### config.mk
export PLATFORM = sky130hd
export DESIGN_NAME = alias_guard
export DESIGN_NICKNAME = d
export VERILOG_FILES = /design/src/rtl/alias_pkg.sv /design/src/rtl/alias_entry_table.sv /design/src/rtl/alias_range_cmp.sv /design/src/rtl/alias_lowest_pick.sv /design/src/rtl/alias_guard.sv
export SDC_FILE = /design/constraint.sdc
export NUM_CORES = 1
export LEC_CHECK = 0
export BUFFER_PORTS_ARGS = -buffer_cell sky130_fd_sc_hd__buf_2
export CAP_MARGIN = 20
export CORE_MARGIN = 2
export CORE_UTILIZATION = 50
export CTS_CLUSTER_DIAMETER = 100
export CTS_CLUSTER_SIZE = 16
export DETAILED_ROUTE_END_ITERATION = 6
export MAX_ROUTING_LAYER = met4
export PLACE_DENSITY_LB_ADDON = 0.3
export REMOVE_ABC_BUFFERS = 1
export SKIP_LAST_GASP = 1
export SYNTH_ARGS = -nofsm -noshare
export SYNTH_HDL_FRONTEND = slang
export SYNTH_SLANG_ARGS = --single-unit
### constraint.sdc
create_clock -name clk_i -period 3.25 [get_ports clk_i]
set_input_delay 0.65 -clock clk_i [delete_from_list [all_inputs] [get_ports clk_i]]
set_output_delay 0.65 -clock clk_i [all_outputs]
set_load 0.02 [all_outputs]
### src/rtl/alias_pkg.sv
package alias_pkg;
  localparam int unsigned SIZE_W = 2;

  // size code -> byte count (1,2,4,8)
  function automatic logic [3:0] size_bytes(input logic [SIZE_W-1:0] code);
    return 4'(1) << code;
  endfunction
endpackage

### src/rtl/alias_entry_table.sv
module alias_entry_table #(
  parameter int unsigned N_ENTRIES = 8,
  parameter int unsigned ADDR_W    = 32,
  localparam int unsigned IDX_W    = $clog2(N_ENTRIES)
) (
  input  logic                                 clk_i,
  input  logic                                 rst_ni,
  input  logic                                 clear_i,
  input  logic                                 wr_i,
  input  logic [IDX_W-1:0]                     wr_idx_i,
  input  logic [ADDR_W-1:0]                    wr_start_i,
  input  logic [ADDR_W:0]                      wr_end_i,
  output logic [N_ENTRIES-1:0]                 valid_o,
  output logic [N_ENTRIES-1:0][ADDR_W-1:0]     start_o,
  output logic [N_ENTRIES-1:0][ADDR_W:0]       end_o
);
  for (genvar g = 0; g < N_ENTRIES; g++) begin : g_slot
    logic hit_wr;
    assign hit_wr = wr_i && (wr_idx_i == IDX_W'(g));

    always_ff @(posedge clk_i or negedge rst_ni) begin
      if (!rst_ni) begin
        valid_o[g] <= 1'b0;
        start_o[g] <= '0;
        end_o[g]   <= '0;
      end else if (clear_i) begin
        valid_o[g] <= 1'b0;  // clear wins over same-cycle fill
      end else if (hit_wr) begin
        valid_o[g] <= 1'b1;
        start_o[g] <= wr_start_i;
        end_o[g]   <= wr_end_i;
      end
    end
  end
endmodule

### src/rtl/alias_range_cmp.sv
module alias_range_cmp #(
  parameter int unsigned N_ENTRIES = 8,
  parameter int unsigned ADDR_W    = 32
) (
  input  logic [N_ENTRIES-1:0]             valid_i,
  input  logic [N_ENTRIES-1:0]             sel_i,
  input  logic [N_ENTRIES-1:0][ADDR_W-1:0] start_i,
  input  logic [N_ENTRIES-1:0][ADDR_W:0]   end_i,
  input  logic [ADDR_W-1:0]                st_start_i,
  input  logic [ADDR_W:0]                  st_end_i,
  output logic [N_ENTRIES-1:0]             hit_o
);
  for (genvar g = 0; g < N_ENTRIES; g++) begin : g_cmp
    logic lo_ok, hi_ok;
    assign lo_ok    = {1'b0, st_start_i} < end_i[g];
    assign hi_ok    = {1'b0, start_i[g]} < st_end_i;
    assign hit_o[g] = valid_i[g] && sel_i[g] && lo_ok && hi_ok;
  end
endmodule

### src/rtl/alias_lowest_pick.sv
module alias_lowest_pick #(
  parameter int unsigned N_ENTRIES = 8,
  localparam int unsigned IDX_W    = $clog2(N_ENTRIES)
) (
  input  logic [N_ENTRIES-1:0] hit_i,
  output logic                 any_o,
  output logic [IDX_W-1:0]     idx_o
);
  always_comb begin
    idx_o = '0;
    for (int i = N_ENTRIES - 1; i >= 0; i--) begin
      if (hit_i[i]) idx_o = IDX_W'(i);
    end
  end
  assign any_o = |hit_i;
endmodule

### src/rtl/alias_guard.sv
module alias_guard #(
  parameter int unsigned N_ENTRIES = 8,
  parameter int unsigned ADDR_W    = 32,
  localparam int unsigned IDX_W    = $clog2(N_ENTRIES),
  localparam int unsigned SIZE_W   = alias_pkg::SIZE_W
) (
  input  logic                 clk_i,
  input  logic                 rst_ni,
  input  logic                 clear_i,
  input  logic                 prot_vld_i,
  input  logic [IDX_W-1:0]     prot_idx_i,
  input  logic [ADDR_W-1:0]    prot_addr_i,
  input  logic [SIZE_W-1:0]    prot_size_i,
  input  logic                 st_vld_i,
  input  logic [N_ENTRIES-1:0] st_mask_i,
  input  logic [ADDR_W-1:0]    st_addr_i,
  input  logic [SIZE_W-1:0]    st_size_i,
  output logic                 alias_o,
  output logic [IDX_W-1:0]     alias_idx_o
);
  logic [ADDR_W:0]                  prot_end, st_end;
  logic [N_ENTRIES-1:0]             ent_valid, hit;
  logic [N_ENTRIES-1:0][ADDR_W-1:0] ent_start;
  logic [N_ENTRIES-1:0][ADDR_W:0]   ent_end;
  logic                             any_hit;
  logic [IDX_W-1:0]                 hit_idx;

  // one extra bit keeps top-of-space ranges from wrapping
  assign prot_end = {1'b0, prot_addr_i} + (ADDR_W+1)'(alias_pkg::size_bytes(prot_size_i));
  assign st_end   = {1'b0, st_addr_i}   + (ADDR_W+1)'(alias_pkg::size_bytes(st_size_i));

  alias_entry_table #(.N_ENTRIES(N_ENTRIES), .ADDR_W(ADDR_W)) u_table (
    .clk_i      (clk_i),
    .rst_ni     (rst_ni),
    .clear_i    (clear_i),
    .wr_i       (prot_vld_i),
    .wr_idx_i   (prot_idx_i),
    .wr_start_i (prot_addr_i),
    .wr_end_i   (prot_end),
    .valid_o    (ent_valid),
    .start_o    (ent_start),
    .end_o      (ent_end)
  );

  alias_range_cmp #(.N_ENTRIES(N_ENTRIES), .ADDR_W(ADDR_W)) u_cmp (
    .valid_i    (ent_valid),
    .sel_i      (st_mask_i),
    .start_i    (ent_start),
    .end_i      (ent_end),
    .st_start_i (st_addr_i),
    .st_end_i   (st_end),
    .hit_o      (hit)
  );

  alias_lowest_pick #(.N_ENTRIES(N_ENTRIES)) u_pick (
    .hit_i (hit),
    .any_o (any_hit),
    .idx_o (hit_idx)
  );

  // result stage: aligned with cache completion
  always_ff @(posedge clk_i or negedge rst_ni) begin
    if (!rst_ni) begin
      alias_o     <= 1'b0;
      alias_idx_o <= '0;
    end else begin
      alias_o     <= st_vld_i && any_hit;
      alias_idx_o <= (st_vld_i && any_hit) ? hit_idx : '0;
    end
  end
endmodule

==> summary.json <==
{
  "floorplanning": {
    "initial_core_utilization_pct": 50.3,
    "floorplan.io_pins": 88,
    "row_count": 93,
    "die_width_um": 258,
    "placeableCoreArea_um2": 64100,
    "die_area_um2": 66600,
    "die_y_um": 258
  },
  "power_and_ir_drop": {
    "static-leakage-power_nw": 19.1,
    "power.share.combinational_pct": 31.8,
    "power_frac_seq_pct": 44.9,
    "ir_worst_vdd_mv": 0.312,
    "netSwitchingPower_mw": 6.57,
    "clockPowerShare_pct": 23.4,
    "power.density_nw_per_um2": 518,
    "power.total_mw": 19.7,
    "power.switching_fraction_pct": 33.4,
    "cellInternalPower_mw": 13.1
  },
  "worst_setup_path": {
    "critical_path_class": "in2reg",
    "max_stage_delay_ns": 0.38,
    "crit_top_cell": "sky130_fd_sc_hd__buf_6",
    "worst-endpoint-arrival_ns": 4.70,
    "timing.critical_path.fanout_max": 4,
    "cp.required_ns": 3.75,
    "worst_path_max_delay_cell": "sky130_fd_sc_hd__fa_2",
    "end_kind": "flop",
    "startpoint_type": "primary input",
    "worstPathCellList": "buf_8 -> nor2b_4 -> buf_6 -> fa_2 -> a211oi_4 -> nor4_4 -> and2_4 -> buf_6 -> buf_6 -> nand3_4 -> xor2_4 -> buf_6 -> buf_6 -> ha_4 -> a21oi_2 -> o211ai_1 -> a31oi_1 -> o211ai_1 -> o211ai_1 -> buf_4 -> a2bb2oi_2 -> or3_4 -> a211oi_2"
  },
  "detailed_routing": {
    "routed_via_density": 5.57,
    "detail_route.drc_violations": 0,
    "drt-total-wl_um": 88800,
    "detail_route.iter0.violations": 1543,
    "dr.pass1.iters": 5,
    "via_count": 25900,
    "wire_per_inst_um": 19.1,
    "detail-route-antenna-nets": 0
  },
  "clock_tree": {
    "cts.clk_slew.worst_paths_ns": 0.07,
    "clkSinkCount": 532,
    "ctsLongestPathBuffers": 3,
    "cts_inserted_buffers": 39,
    "clockRootBuffer": "sky130_fd_sc_hd__clkbuf_16",
    "cts_htree_levels": 2,
    "tritoncts_clock_tree": "done",
    "worst_skew_pair.late_latency_ns": 0.59,
    "cts-hold-fix-buffers": 0
  },
  "final_layout": {
    "flow.area_growth_from_synthesis_pct": 17.7,
    "drive_gt1_share_pct": 19.0,
    "nets": 4384
  },
  "logic_synthesis": {
    "post_synth_main_area_contributors": "sky130_fd_sc_hd__dfrtp_1 41%, sky130_fd_sc_hd__ha_1 20%, sky130_fd_sc_hd__nand2_1 8.8%, sky130_fd_sc_hd__o21ai_0 4.9%, sky130_fd_sc_hd__mux2_2 4.3%",
    "synth-edff-count": 0,
    "synth_area_um2": 32300,
    "synthesis.instances": 3455,
    "ys_ff_latch": 532,
    "postSynth.topFlopCell": "sky130_fd_sc_hd__dfrtp_1",
    "async_flop_share_pct": 100,
    "synth_largest_type_area_fraction_pct": 41.3,
    "yosysWarningCount": 0,
    "synth.avg_cell_area_um2": 9.34,
    "synth_sequential_area_ratio_pct": 41.3,
    "synth.largest_area_cell": "sky130_fd_sc_hd__dfrtp_1",
    "post_synth_num_cell_types": 79,
    "most_repeated_cell_in_the_gate_level_netlist_after_synthesis": "sky130_fd_sc_hd__nand2_1",
    "synth.top_cells.by_count": "753 x sky130_fd_sc_hd__nand2_1, 532 x sky130_fd_sc_hd__dfrtp_1, 504 x sky130_fd_sc_hd__ha_1"
  },
  "timing": {
    "timing.final.setup_violations": 4,
    "slew_viol_final": 0,
    "report.final.hold_viol_count": 0,
    "worst_slew_margin_rel_pct": 38.7,
    "rsz0062_at_grt": "true",
    "finalWorstSetupSlack_ns": -0.947,
    "worst_clk_skew_ns": 0.0230,
    "layout_worst_path_cycle_share_pct": 129,
    "final_critical_path_required_period_ns": 4.20,
    "max_freq_ghz": 0.238,
    "worst-slew-pin-transition_ns": 0.913
  },
  "place": {
    "post-place-ws_ns": -1.94,
    "port_buffers": 87,
    "dpl.hpwl_um": 65600,
    "gp_congestion": 0.908
  },
  "global_routing": {
    "maximum_number_of_pins_on_one_net_before_global_route_repair": 101,
    "grt_antenna_before_repair": 2,
    "gr-total-overflow": 0,
    "grt_usage_pct": 27.8,
    "wire_length_of_the_first_global_routing_pass_um": 142000,
    "first_global_vias": 25700
  },
  "run_status": {
    "outcome": "complete, but fails checks",
    "failed_checks": "setup timing"
  },
  "min_path": {
    "worst_hold_path_type": "in2async"
  },
  "flow_run": {
    "drv_cap": 0
  }
}
==> through the flow <==
step | setup TNS (ns) | instance area, um^2 | std cells | hold slack (ns) | util (%)
5_1_grt | -3.96 | 38000 | 4653 | 0.0515 | 59.2
3_5_place_dp | -7.57 | 35900 | 4585 | 0.465 | 56.0
2_1_floorplan | -6.51 | 31800 | 3329 | 0.354 | -
3_3_place_gp | -7.41 | 35900 | 4585 | 0.460 | 56.0
4_1_cts | -3.43 | 37500 | 4641 | 0.0348 | 58.5
6_report | -3.50 | 38000 | 4654 | 0.0327 | 59.2
==> layer usage <==
metal,part of all wire (%),wire [um],track usage [%]
met3,4.3,3850,2.97
met5,0,0,-
met2,46,41100,43.9
met1,46,40600,37.3
met4,3.7,3300,9.97
==> kinds of logic after synthesis <==
group | synth area share (%)
xor gates and xnor gates | 1.63
DFF | 41.3
muxes | 4.33
and+or+nand+nor | 14.7
AOI/OAI and AO/OA | 13.6
buffers and inverters | 4.82
adders and majority gates | 19.7
==> final cells by class <==
cell class,count,area [um^2]
Clock buffer,40,1000
Clock inverter,4,41.3
Sequential cell,532,13300
Antenna cell,2,5.00
Tap cell,855,1070
Inverter,286,1070
Timing Repair Buffer,424,3250
Fill cell,5519,26100
Multi-Input combinational cell,2511,18200
==> timing repair <==
action | 4_1_cts | 5_1_grt
pin swaps | 43 | 62
cloned | 0 | 0
gates resized for setup | 76 | 66
setup buffers | 13 | 13
setup endpoints to repair | 4 | 4
==> worst max-delay path: cells and delay by family <==
family	cells	cell delay (ns)
AO/OA/AOI/OAI	8	1.48
AND/OR/NAND/NOR	5	0.92
buffers and inverters	7	0.87
adder cells (fa/ha/maj)	2	0.57
XOR/XNOR	1	0.22
==> flip-flops by register name (all words and copies together) (netlist names) <==
| name | cells |
|---|---|
| u_table.start_o | 256 |
| u_table.end_o | 264 |
| u_table.valid_o | 8 |
| alias_idx_o | 3 |
| alias_o | 1 |
==> power by group through the flow <==
stage	clock network, mW	registers (mW)	logic (mW)
CTS	4.72	8.81	6.11
floorplan	0	8.66	3.86
global placement	0	8.88	5.72
finish	4.60	8.83	6.25
global route	4.94	8.99	7.21
detailed placement	0	8.92	5.94
==> layout by cell type (no fill, tap or decap), drive strengths merged, types with 4 or more instances in the layout <==
cell / synthesis / final
nand2: 753 / 753
dfrtp: 532 / 532
ha: 504 / 504
buf: 5 / 424
o21ai: 360 / 360
inv: 285 / 287
a21oi: 161 / 161
mux2: 124 / 124
a21o: 82 / 82
nand4: 76 / 76
nor2: 76 / 76
nand3: 41 / 41
clkbuf: 121 / 40
xor2: 32 / 32
a211oi: 29 / 29
xnor2: 28 / 28
o211ai: 23 / 23
and4: 19 / 19
nor2b: 18 / 18
and3: 15 / 15
o21a: 15 / 15
nor4: 14 / 14
nand2b: 13 / 13
nor3: 13 / 13
a2111oi: 10 / 10
o31ai: 8 / 8
and2: 7 / 7
a221oi: 7 / 7
o21bai: 6 / 6
a31oi: 6 / 6
or4: 6 / 6
or2: 5 / 5
o2111ai: 5 / 5
nor3b: 5 / 5
or3: 5 / 5
nand4b: 4 / 4
a41oi: 4 / 4
o221ai: 4 / 4
==> path summary, 6_finish.rpt <==
check                                          startpoint                              to  slack, ns  cells after the start
setup / recovery                             st_size_i[0]        alias_idx_o[1]$_DFF_PN0_      -0.95                     23
hold / removal                                     rst_ni   u_table.end_o[92]$_DFFE_PN0P_       0.03                      1
setup reg to reg           u_table.end_o[208]$_DFFE_PN0P_        alias_idx_o[1]$_DFF_PN0_       0.30                     12
hold reg to reg             u_table.end_o[86]$_DFFE_PN0P_   u_table.end_o[86]$_DFFE_PN0P_       0.48                      2
max in group asynchronous                          rst_ni  u_table.start_o[1]$_DFFE_PN0P_       2.30                      2
min in group clk_i                               st_vld_i               alias_o$_DFF_PN0_       0.32                      3
(Power assumes the default switching activity.)
